$ cat src/rtl/ptw_pkg.sv
package ptw_pkg;
  localparam int PA_BITS_DEF     = 32;
  localparam int OFFSET_BITS_DEF = 12;
  localparam int LEVEL_BITS_DEF  = 10;
  localparam int ENTRY_SHIFT     = 2;   // 4-byte entries
  localparam int VALID_BIT       = 0;
  localparam int WRITE_BIT       = 1;
  localparam int USER_BIT        = 2;

  typedef enum logic [2:0] {
    PW_IDLE, PW_READ_DIR, PW_WAIT_DIR, PW_READ_PTE, PW_WAIT_PTE, PW_DONE
  } walkState_t;

  typedef struct packed {
    logic latchReq;   // capture request operands
    logic issueDir;   // drive directory address
    logic takeDir;    // consume directory response
    logic issuePte;   // drive leaf address
    logic takePte;    // consume leaf response
  } walkStrobes_t;
endpackage

$ cat src/rtl/ptw_ctrl.sv
module ptw_ctrl
  import ptw_pkg::*;
(
  input  logic         clk,
  input  logic         rstN,
  input  logic         walkReq,
  input  logic         memValid,
  input  logic         entryValid,
  output walkStrobes_t strobes,
  output logic         busy,
  output logic         memReq,
  output logic         done
);
  walkState_t stateQ, stateD;

  always_ff @(posedge clk or negedge rstN) begin
    if (!rstN) stateQ <= PW_IDLE;
    else       stateQ <= stateD;
  end

  always_comb begin
    stateD  = stateQ;
    strobes = '0;
    unique case (stateQ)
      PW_IDLE: if (walkReq) begin
        strobes.latchReq = 1'b1;
        stateD = PW_READ_DIR;
      end
      PW_READ_DIR: begin
        strobes.issueDir = 1'b1;
        stateD = PW_WAIT_DIR;
      end
      PW_WAIT_DIR: if (memValid) begin
        strobes.takeDir = 1'b1;
        stateD = entryValid ? PW_READ_PTE : PW_DONE;
      end
      PW_READ_PTE: begin
        strobes.issuePte = 1'b1;
        stateD = PW_WAIT_PTE;
      end
      PW_WAIT_PTE: if (memValid) begin
        strobes.takePte = 1'b1;
        stateD = PW_DONE;
      end
      PW_DONE: stateD = PW_IDLE;
      default: stateD = PW_IDLE;
    endcase
  end

  assign busy   = (stateQ != PW_IDLE);
  assign done   = (stateQ == PW_DONE);
  assign memReq = strobes.issueDir | strobes.issuePte;
endmodule

$ cat src/rtl/ptw_datapath.sv
module ptw_datapath
  import ptw_pkg::*;
#(
  parameter int PA_BITS     = PA_BITS_DEF,
  parameter int OFFSET_BITS = OFFSET_BITS_DEF,
  parameter int LEVEL_BITS  = LEVEL_BITS_DEF,
  localparam int VPN_BITS   = 2 * LEVEL_BITS,
  localparam int FRAME_BITS = PA_BITS - OFFSET_BITS
) (
  input  logic                  clk,
  input  logic                  rstN,
  input  walkStrobes_t          strobes,
  input  logic [VPN_BITS-1:0]   walkVpn,
  input  logic [PA_BITS-1:0]    tableBase,
  input  logic [PA_BITS-1:0]    memData,
  output logic                  entryValid,
  output logic [PA_BITS-1:0]    memAddr,
  output logic [FRAME_BITS-1:0] resultPpn,
  output logic                  resultWritable,
  output logic                  resultUser,
  output logic                  fault,
  output logic                  faultLevel
);
  localparam int PAD_BITS = PA_BITS - LEVEL_BITS - ENTRY_SHIFT;

  logic [VPN_BITS-1:0]   vpnQ;
  logic [PA_BITS-1:0]    baseQ;
  logic [FRAME_BITS-1:0] leafFrameQ;
  logic [PA_BITS-1:0]    dirOffset, pteOffset;
  logic                  unusedEntryBits;

  assign entryValid = memData[VALID_BIT];
  assign unusedEntryBits = ^{memData[OFFSET_BITS-1:USER_BIT+1], strobes.issuePte};

  assign dirOffset = {{PAD_BITS{1'b0}}, vpnQ[VPN_BITS-1 -: LEVEL_BITS], {ENTRY_SHIFT{1'b0}}};
  assign pteOffset = {{PAD_BITS{1'b0}}, vpnQ[LEVEL_BITS-1:0], {ENTRY_SHIFT{1'b0}}};

  always_comb begin
    if (strobes.issueDir) memAddr = baseQ + dirOffset;
    else                  memAddr = {leafFrameQ, {OFFSET_BITS{1'b0}}} + pteOffset;
  end

  always_ff @(posedge clk or negedge rstN) begin
    if (!rstN) begin
      vpnQ           <= '0;
      baseQ          <= '0;
      leafFrameQ     <= '0;
      resultPpn      <= '0;
      resultWritable <= 1'b0;
      resultUser     <= 1'b0;
      fault          <= 1'b0;
      faultLevel     <= 1'b0;
    end else begin
      if (strobes.latchReq) begin
        vpnQ       <= walkVpn;
        baseQ      <= tableBase;
        fault      <= 1'b0;
        faultLevel <= 1'b0;
      end
      if (strobes.takeDir) begin
        if (entryValid) leafFrameQ <= memData[PA_BITS-1:OFFSET_BITS];
        else begin
          fault      <= 1'b1;
          faultLevel <= 1'b0;
        end
      end
      if (strobes.takePte) begin
        resultPpn      <= memData[PA_BITS-1:OFFSET_BITS];
        resultWritable <= memData[WRITE_BIT];
        resultUser     <= memData[USER_BIT];
        fault          <= ~entryValid;
        faultLevel     <= 1'b1;
      end
    end
  end
endmodule

$ cat src/rtl/page_walker.sv
module page_walker
  import ptw_pkg::*;
#(
  parameter int PA_BITS     = PA_BITS_DEF,
  parameter int OFFSET_BITS = OFFSET_BITS_DEF,
  parameter int LEVEL_BITS  = LEVEL_BITS_DEF,
  localparam int VPN_BITS   = 2 * LEVEL_BITS,
  localparam int FRAME_BITS = PA_BITS - OFFSET_BITS
) (
  input  logic                  clk,
  input  logic                  rstN,
  input  logic                  walkReq,
  input  logic [VPN_BITS-1:0]   walkVpn,
  input  logic [PA_BITS-1:0]    tableBase,
  output logic                  busy,
  output logic                  memReq,
  output logic [PA_BITS-1:0]    memAddr,
  input  logic                  memValid,
  input  logic [PA_BITS-1:0]    memData,
  output logic                  done,
  output logic [FRAME_BITS-1:0] resultPpn,
  output logic                  resultWritable,
  output logic                  resultUser,
  output logic                  fault,
  output logic                  faultLevel
);
  walkStrobes_t strobes;
  logic         entryValid;

  ptw_ctrl u_ctrl (
    .clk(clk), .rstN(rstN), .walkReq(walkReq), .memValid(memValid),
    .entryValid(entryValid), .strobes(strobes), .busy(busy),
    .memReq(memReq), .done(done)
  );

  ptw_datapath #(
    .PA_BITS(PA_BITS), .OFFSET_BITS(OFFSET_BITS), .LEVEL_BITS(LEVEL_BITS)
  ) u_dp (
    .clk(clk), .rstN(rstN), .strobes(strobes), .walkVpn(walkVpn),
    .tableBase(tableBase), .memData(memData), .entryValid(entryValid),
    .memAddr(memAddr), .resultPpn(resultPpn), .resultWritable(resultWritable),
    .resultUser(resultUser), .fault(fault), .faultLevel(faultLevel)
  );
endmodule

$ cat config.mk
export PLATFORM = sky130hd
export DESIGN_NAME = page_walker
export DESIGN_NICKNAME = d
export VERILOG_FILES = /design/src/rtl/ptw_pkg.sv /design/src/rtl/ptw_ctrl.sv /design/src/rtl/ptw_datapath.sv /design/src/rtl/page_walker.sv
export SDC_FILE = /design/constraint.sdc
export NUM_CORES = 1
export LEC_CHECK = 0
export BUFFER_PORTS_ARGS = -buffer_cell sky130_fd_sc_hd__clkbuf_2
export CORE_AREA = 2 2 115 117
export CTS_BUF_LIST = sky130_fd_sc_hd__clkbuf_2 sky130_fd_sc_hd__clkbuf_4 sky130_fd_sc_hd__clkbuf_8
export DETAILED_ROUTE_END_ITERATION = 8
export DIE_AREA = 0 0 117 119
export PLACE_DENSITY_LB_ADDON = 0.05
export SLEW_MARGIN = 30
export SYNTH_ARGS = -nofsm -noshare
export SYNTH_HDL_FRONTEND = slang
export SYNTH_SLANG_ARGS = --single-unit
$ cat constraint.sdc
create_clock -name clk -period 3.1 [get_ports clk]
set_input_delay 0.62 -clock clk [delete_from_list [all_inputs] [get_ports clk]]
set_output_delay 0.62 -clock clk [all_outputs]
set_load 0.005 [all_outputs]
# Word level (Yosys, flattened, before mapping)
# Index checks and enable logic that the tools add are counted.
# word_totals
reg_bits	99
out_inout_bits	59
wordCells	46
# classes
n_addsub	2
n_eq_ne	8
mux	21
bitwise	2
reduce_logical	4
# ops
cell	n
adder 32 x 12 -> 32 bit	2
2-to-1 mux 32 bit	1
2-to-1 mux 1 bit	15
case mux 3 bit (5 select lines)	1
2-to-1 mux 3 bit	4
equality test 3 x 2 -> 1 bit, second input constant	2
equality test 3 bit, second input constant	2
inequality test 2 bit, second input constant	3
equality test 3 x 1 -> 1 bit, second input constant	1
logical NOT 3 bit	1
AND reduction 3 bit	1
nonzero test 3 bit	1
AND reduction 2 bit	1
inverter 1 bit	1
bitwise OR 1 bit	1

# Longest topological paths before layout
# depth
ltp_word	6
depth_mapped	8
ltp_nobuf	8

# Modules after synthesis
# A second synthesis with hierarchy kept.
# unflattened
cells_unflattened	430
area_unflattened_um2	5033.6
# by_module_without_submodules
mod	instances	cells_each	area_each_um2
ptw_datapath	1	406	4833.4
ptw_ctrl	1	24	200.2

# Least setup slack after synthesis
# OpenSTA, ideal clock, no wires.
# synth_timing
path_kind	register to output
start	reg u_dp.baseQ[2]
end	out memAddr[18]
arrival_time_ps	2058
path_slack_ps	422
path_stages_with_launch	9
cell_sequence	dfrtp_1 -> ha_1 -> fa_1 -> a21oi_1 -> o21ai_0 -> nand3_1 -> nand2_1 -> a21o_1 -> a31oi_1
# synth_between
elab_chain_cells	2
# synth_rtl
element	line_no	text
start: declaration	ptw_datapath.sv:27	logic [PA_BITS-1:0] baseQ;
start signal: assignment	ptw_datapath.sv:56	baseQ <= tableBase;
adder 32 x 12 -> 32 bit	ptw_datapath.sv:39	if (strobes.issueDir) memAddr = baseQ + dirOffset;
2-to-1 mux 32 bit	ptw_datapath.sv:39	
end: declaration	page_walker.sv:17	output logic [PA_BITS-1:0] memAddr,
# No other way between the ends.

# Worst setup path after layout
# layout_timing
start	reg u_dp.vpnQ[17]
end	out memAddr[18]
# layout_between
elab_chain_cells	2
# layout_rtl
element	line_no	text
start: declaration	ptw_datapath.sv:26	logic [VPN_BITS-1:0] vpnQ;
start signal: assignment	ptw_datapath.sv:55	vpnQ <= walkVpn;
adder 32 x 12 -> 32 bit	ptw_datapath.sv:39	
2-to-1 mux 32 bit	ptw_datapath.sv:39	
# No other way between the ends.

==> metrics.txt <==
Avg Cell Area, Syn 10.4 um2; CTS sink count 99; hold buffers post-CTS 0; Die H 119 um; CP startpoint u_dp.vpnQ[17]$_DFFE_PN0P_; DIE AREA 13900 um2; Slew HR 40.9%; max-cap violations 0; gp weighted congestion 0.739; vias in the first global route 3902; vias post-DR 3947; Synth top area share 49.9%; unique cell type count in the Yosys netlist 43; Rows 42; nets 736; chip width 117 um; yosys warns 0; max-slew violation count 0; Reg-to-Reg Start u_ctrl.stateQ[2]$_DFFE_PN0P_; Critical Path Start Type flop; port bufs 137; WL met1 5550 um; routed wl met3 759 um; pin slew with the least headroom to its limit 0.884 ns; Yosys reg bits 99; CP Class reg -> out; clock latency on the worst-skew pair 0.37 ns; failing checks negative setup slack; Post-synth EDFFs 0; Worst Setup End Kind output port; Detailed Place HPWL 8540 um; initial cell density of the core 38.6%; DR vias/cell 4.83; endpoints failing setup 7; clock skew 0.00700 ns; initial antenna violation count 1; share of cells above drive strength 1 46.3%; clock period minus worst slack 3.14 ns; Diodes inserted 0; top cells by area, synth dfrtp_1 50%, mux2_2 15%, nand2_1 8.7%, xnor2_1 3.7%, o21ai_0 2.8%; htree depth 3; crit-path leading delay family compound AO/OA/AOI/OAI gates; Fin. Hold Viols 0; met2 WL post-DR 5360 um; CP max FO 7; Reg clk slew, reported paths 0.09 ns; worst hold slack 0.290 ns; largest net degree at the start of global routing 61; Core Box Area 12900 um2; DRC violations left 0; predominant post-synthesis flop cell dfrtp_1; DR WL/cell 14.6 um; crit-path most repeated cell a21o_1; CTS Buf Count 9; CP arrival 2.52 ns; HP Class in -> async; Final Power 7.39 mW; Mapped Cells 479; status finished, violations left; VDD IR max 0.000631 V; Setup WS post-layout -0.0388 ns; DR top layer met5; Syn Nets 578; fmax 319 MHz; TritonCTS clock tree done; Synth top cells by count 115 x nand2_1, 99 x dfrtp_1, 66 x mux2_2; Tcrit/Tclk final 101%; unrepaired setup endpoints after global routing true; post-route ant nets 0; Area growth, synth to finish 32.3%; Mapped Area 4970 um2; asr flop ratio synth 100%; drt pass-1 iters 4; Slowest-stage cell, CP dfrtp_1; top-count cell post-synth nand2_1; first-pass GRT wire length 19300 um; Ports 147; DR iter-0 viols 158; CP max stage delay 0.42 ns; Root Buffer Master clkbuf_8; Power per Cell Area 1120 nW/um2; WL final 11900 um; GRT Total Usage 17.8%; total gr overflow 0; Pleak 3.08 nW; crit path cell chain ha_4 > a21o_1 > a211o_1 > a22oi_2 > nand2_2 > a21o_1 > a31oi_1 > buf_2; Synth area leader dfrtp_1; Clock Tree Buf Depth 2; worst path bufs/invs 1; post-synthesis sequential area ratio 49.9%; CP Data Required Time 2.48 ns
-- final cells by class --
cell class	instances	area (um2)
Inverter	11	41.3
Fill cell	1243	6300
Sequential cell	99	2480
Multi-Input combinational cell	347	2640
Clock buffer	13	166
Timing Repair Buffer	169	985
Tap cell	176	220
Clock inverter	2	35.0
-- worst register-to-register path, stage by stage, from the launching register on --
cell and delay, ns:
dfrtp_1 0.50, or3_1 0.47, nor2_4 0.12, buf_12 0.28
mux2_2 0.44
-- layer usage --
| layer | global-route usage (%) | vias up |
|---|---|---|
| met3 | 4.68 | 18 |
| met4 | 6.84 | 2 |
| met5 | 0 | - |
| met2 | 27.5 | 100 |
| met1 | 23.9 | 1870 |
| li1 | - | 1957 |
-- metrics by stage --
| stage | std cells | instance area, um2 | TNS, ns | setup slack [ns] | utilization, % |
|---|---|---|---|---|---|
| 3_5_place_dp | 784 | 5930 | 0 | 0.0314 | 46.1 |
| 2_1_floorplan | 479 | 4970 | 0 | 0.422 | - |
| 6_report | 817 | 6570 | -0.132 | -0.0388 | 51.0 |
| 5_1_grt | 817 | 6570 | -1.79 | -0.169 | 51.0 |
| 3_3_place_gp | 784 | 5930 | 0 | 0.0260 | 46.1 |
| 4_1_cts | 809 | 6410 | -0.609 | -0.0876 | 49.8 |
-- registers in the layout, summed over array words and instances (netlist names) --
| signal | cells |
|---|---|
| u_dp.baseQ | 32 |
| u_ctrl.stateQ | 3 |
| u_dp.fault | 1 |
| u_dp.faultLevel | 1 |
| u_dp.leafFrameQ | 20 |
| u_dp.resultWritable | 1 |
| u_dp.vpnQ | 20 |
| u_dp.resultPpn | 20 |
| u_dp.resultUser | 1 |
-- final timing paths --
kind                                                    to  slack (ns)  depth (start not counted)
max                                            memAddr[18]       -0.04                          8
max in group asynchronous  u_dp.leafFrameQ[15]$_DFFE_PN0P_        2.10                          2
min                         u_dp.resultPpn[15]$_DFFE_PN0P_        0.29                          1
min reg2reg                 u_dp.resultPpn[10]$_DFFE_PN0P_        0.48                          2
min in group clk           u_dp.resultWritable$_DFFE_PN0P_        0.44                          3
max reg2reg                     u_dp.baseQ[10]$_DFFE_PN0P_        1.18                          4
-- cells in the final DEF (no fill, tap or decap), drive strengths merged, types with 2 or more instances in the layout --
master / n
mux2: 66
a21o: 8
a211o: 2
a21oi: 9
inv: 11
a31oi: 8
nor3: 3
nand2: 115
nor2: 12
buf: 47
o22ai: 2
or3: 3
nand3: 12
o21ai: 35
nor2b: 4
dfrtp: 99
o21bai: 2
xor2: 3
nand4: 4
and3: 4
ha: 10
a2111oi: 3
xnor2: 21
and2: 3
a211oi: 7
clkbuf: 135
-- where the power goes --
group / total (mW) / internal, mW / switching, mW
sequential: 2.40 / 1.93 / 0.466
clock: 0.856 / 0.430 / 0.426
combinational: 4.13 / 2.13 / 2.01
-- kinds of logic after synthesis --
| family | count (synthesis) | share of synthesized area [%] |
|---|---|---|
| AO/OA/AOI/OAI | 80 | 10.7 |
| XOR/XNOR | 24 | 4.23 |
| adder cells (fa/ha/maj) | 11 | 2.92 |
| buffers and inverters | 33 | 2.49 |
| flip-flops | 99 | 49.9 |
| multiplexers | 67 | 15.2 |
| AND/OR/NAND/NOR | 165 | 14.7 |
-- what timing repair did --
item | 4_1_cts | 5_1_grt
resized for setup | 35 | 42
setup buffers | 10 | 7
pin swaps | 27 | 26
setup endpoints to repair | 21 | 22
cloned | 0 | 1
(Power assumes the default switching activity.)
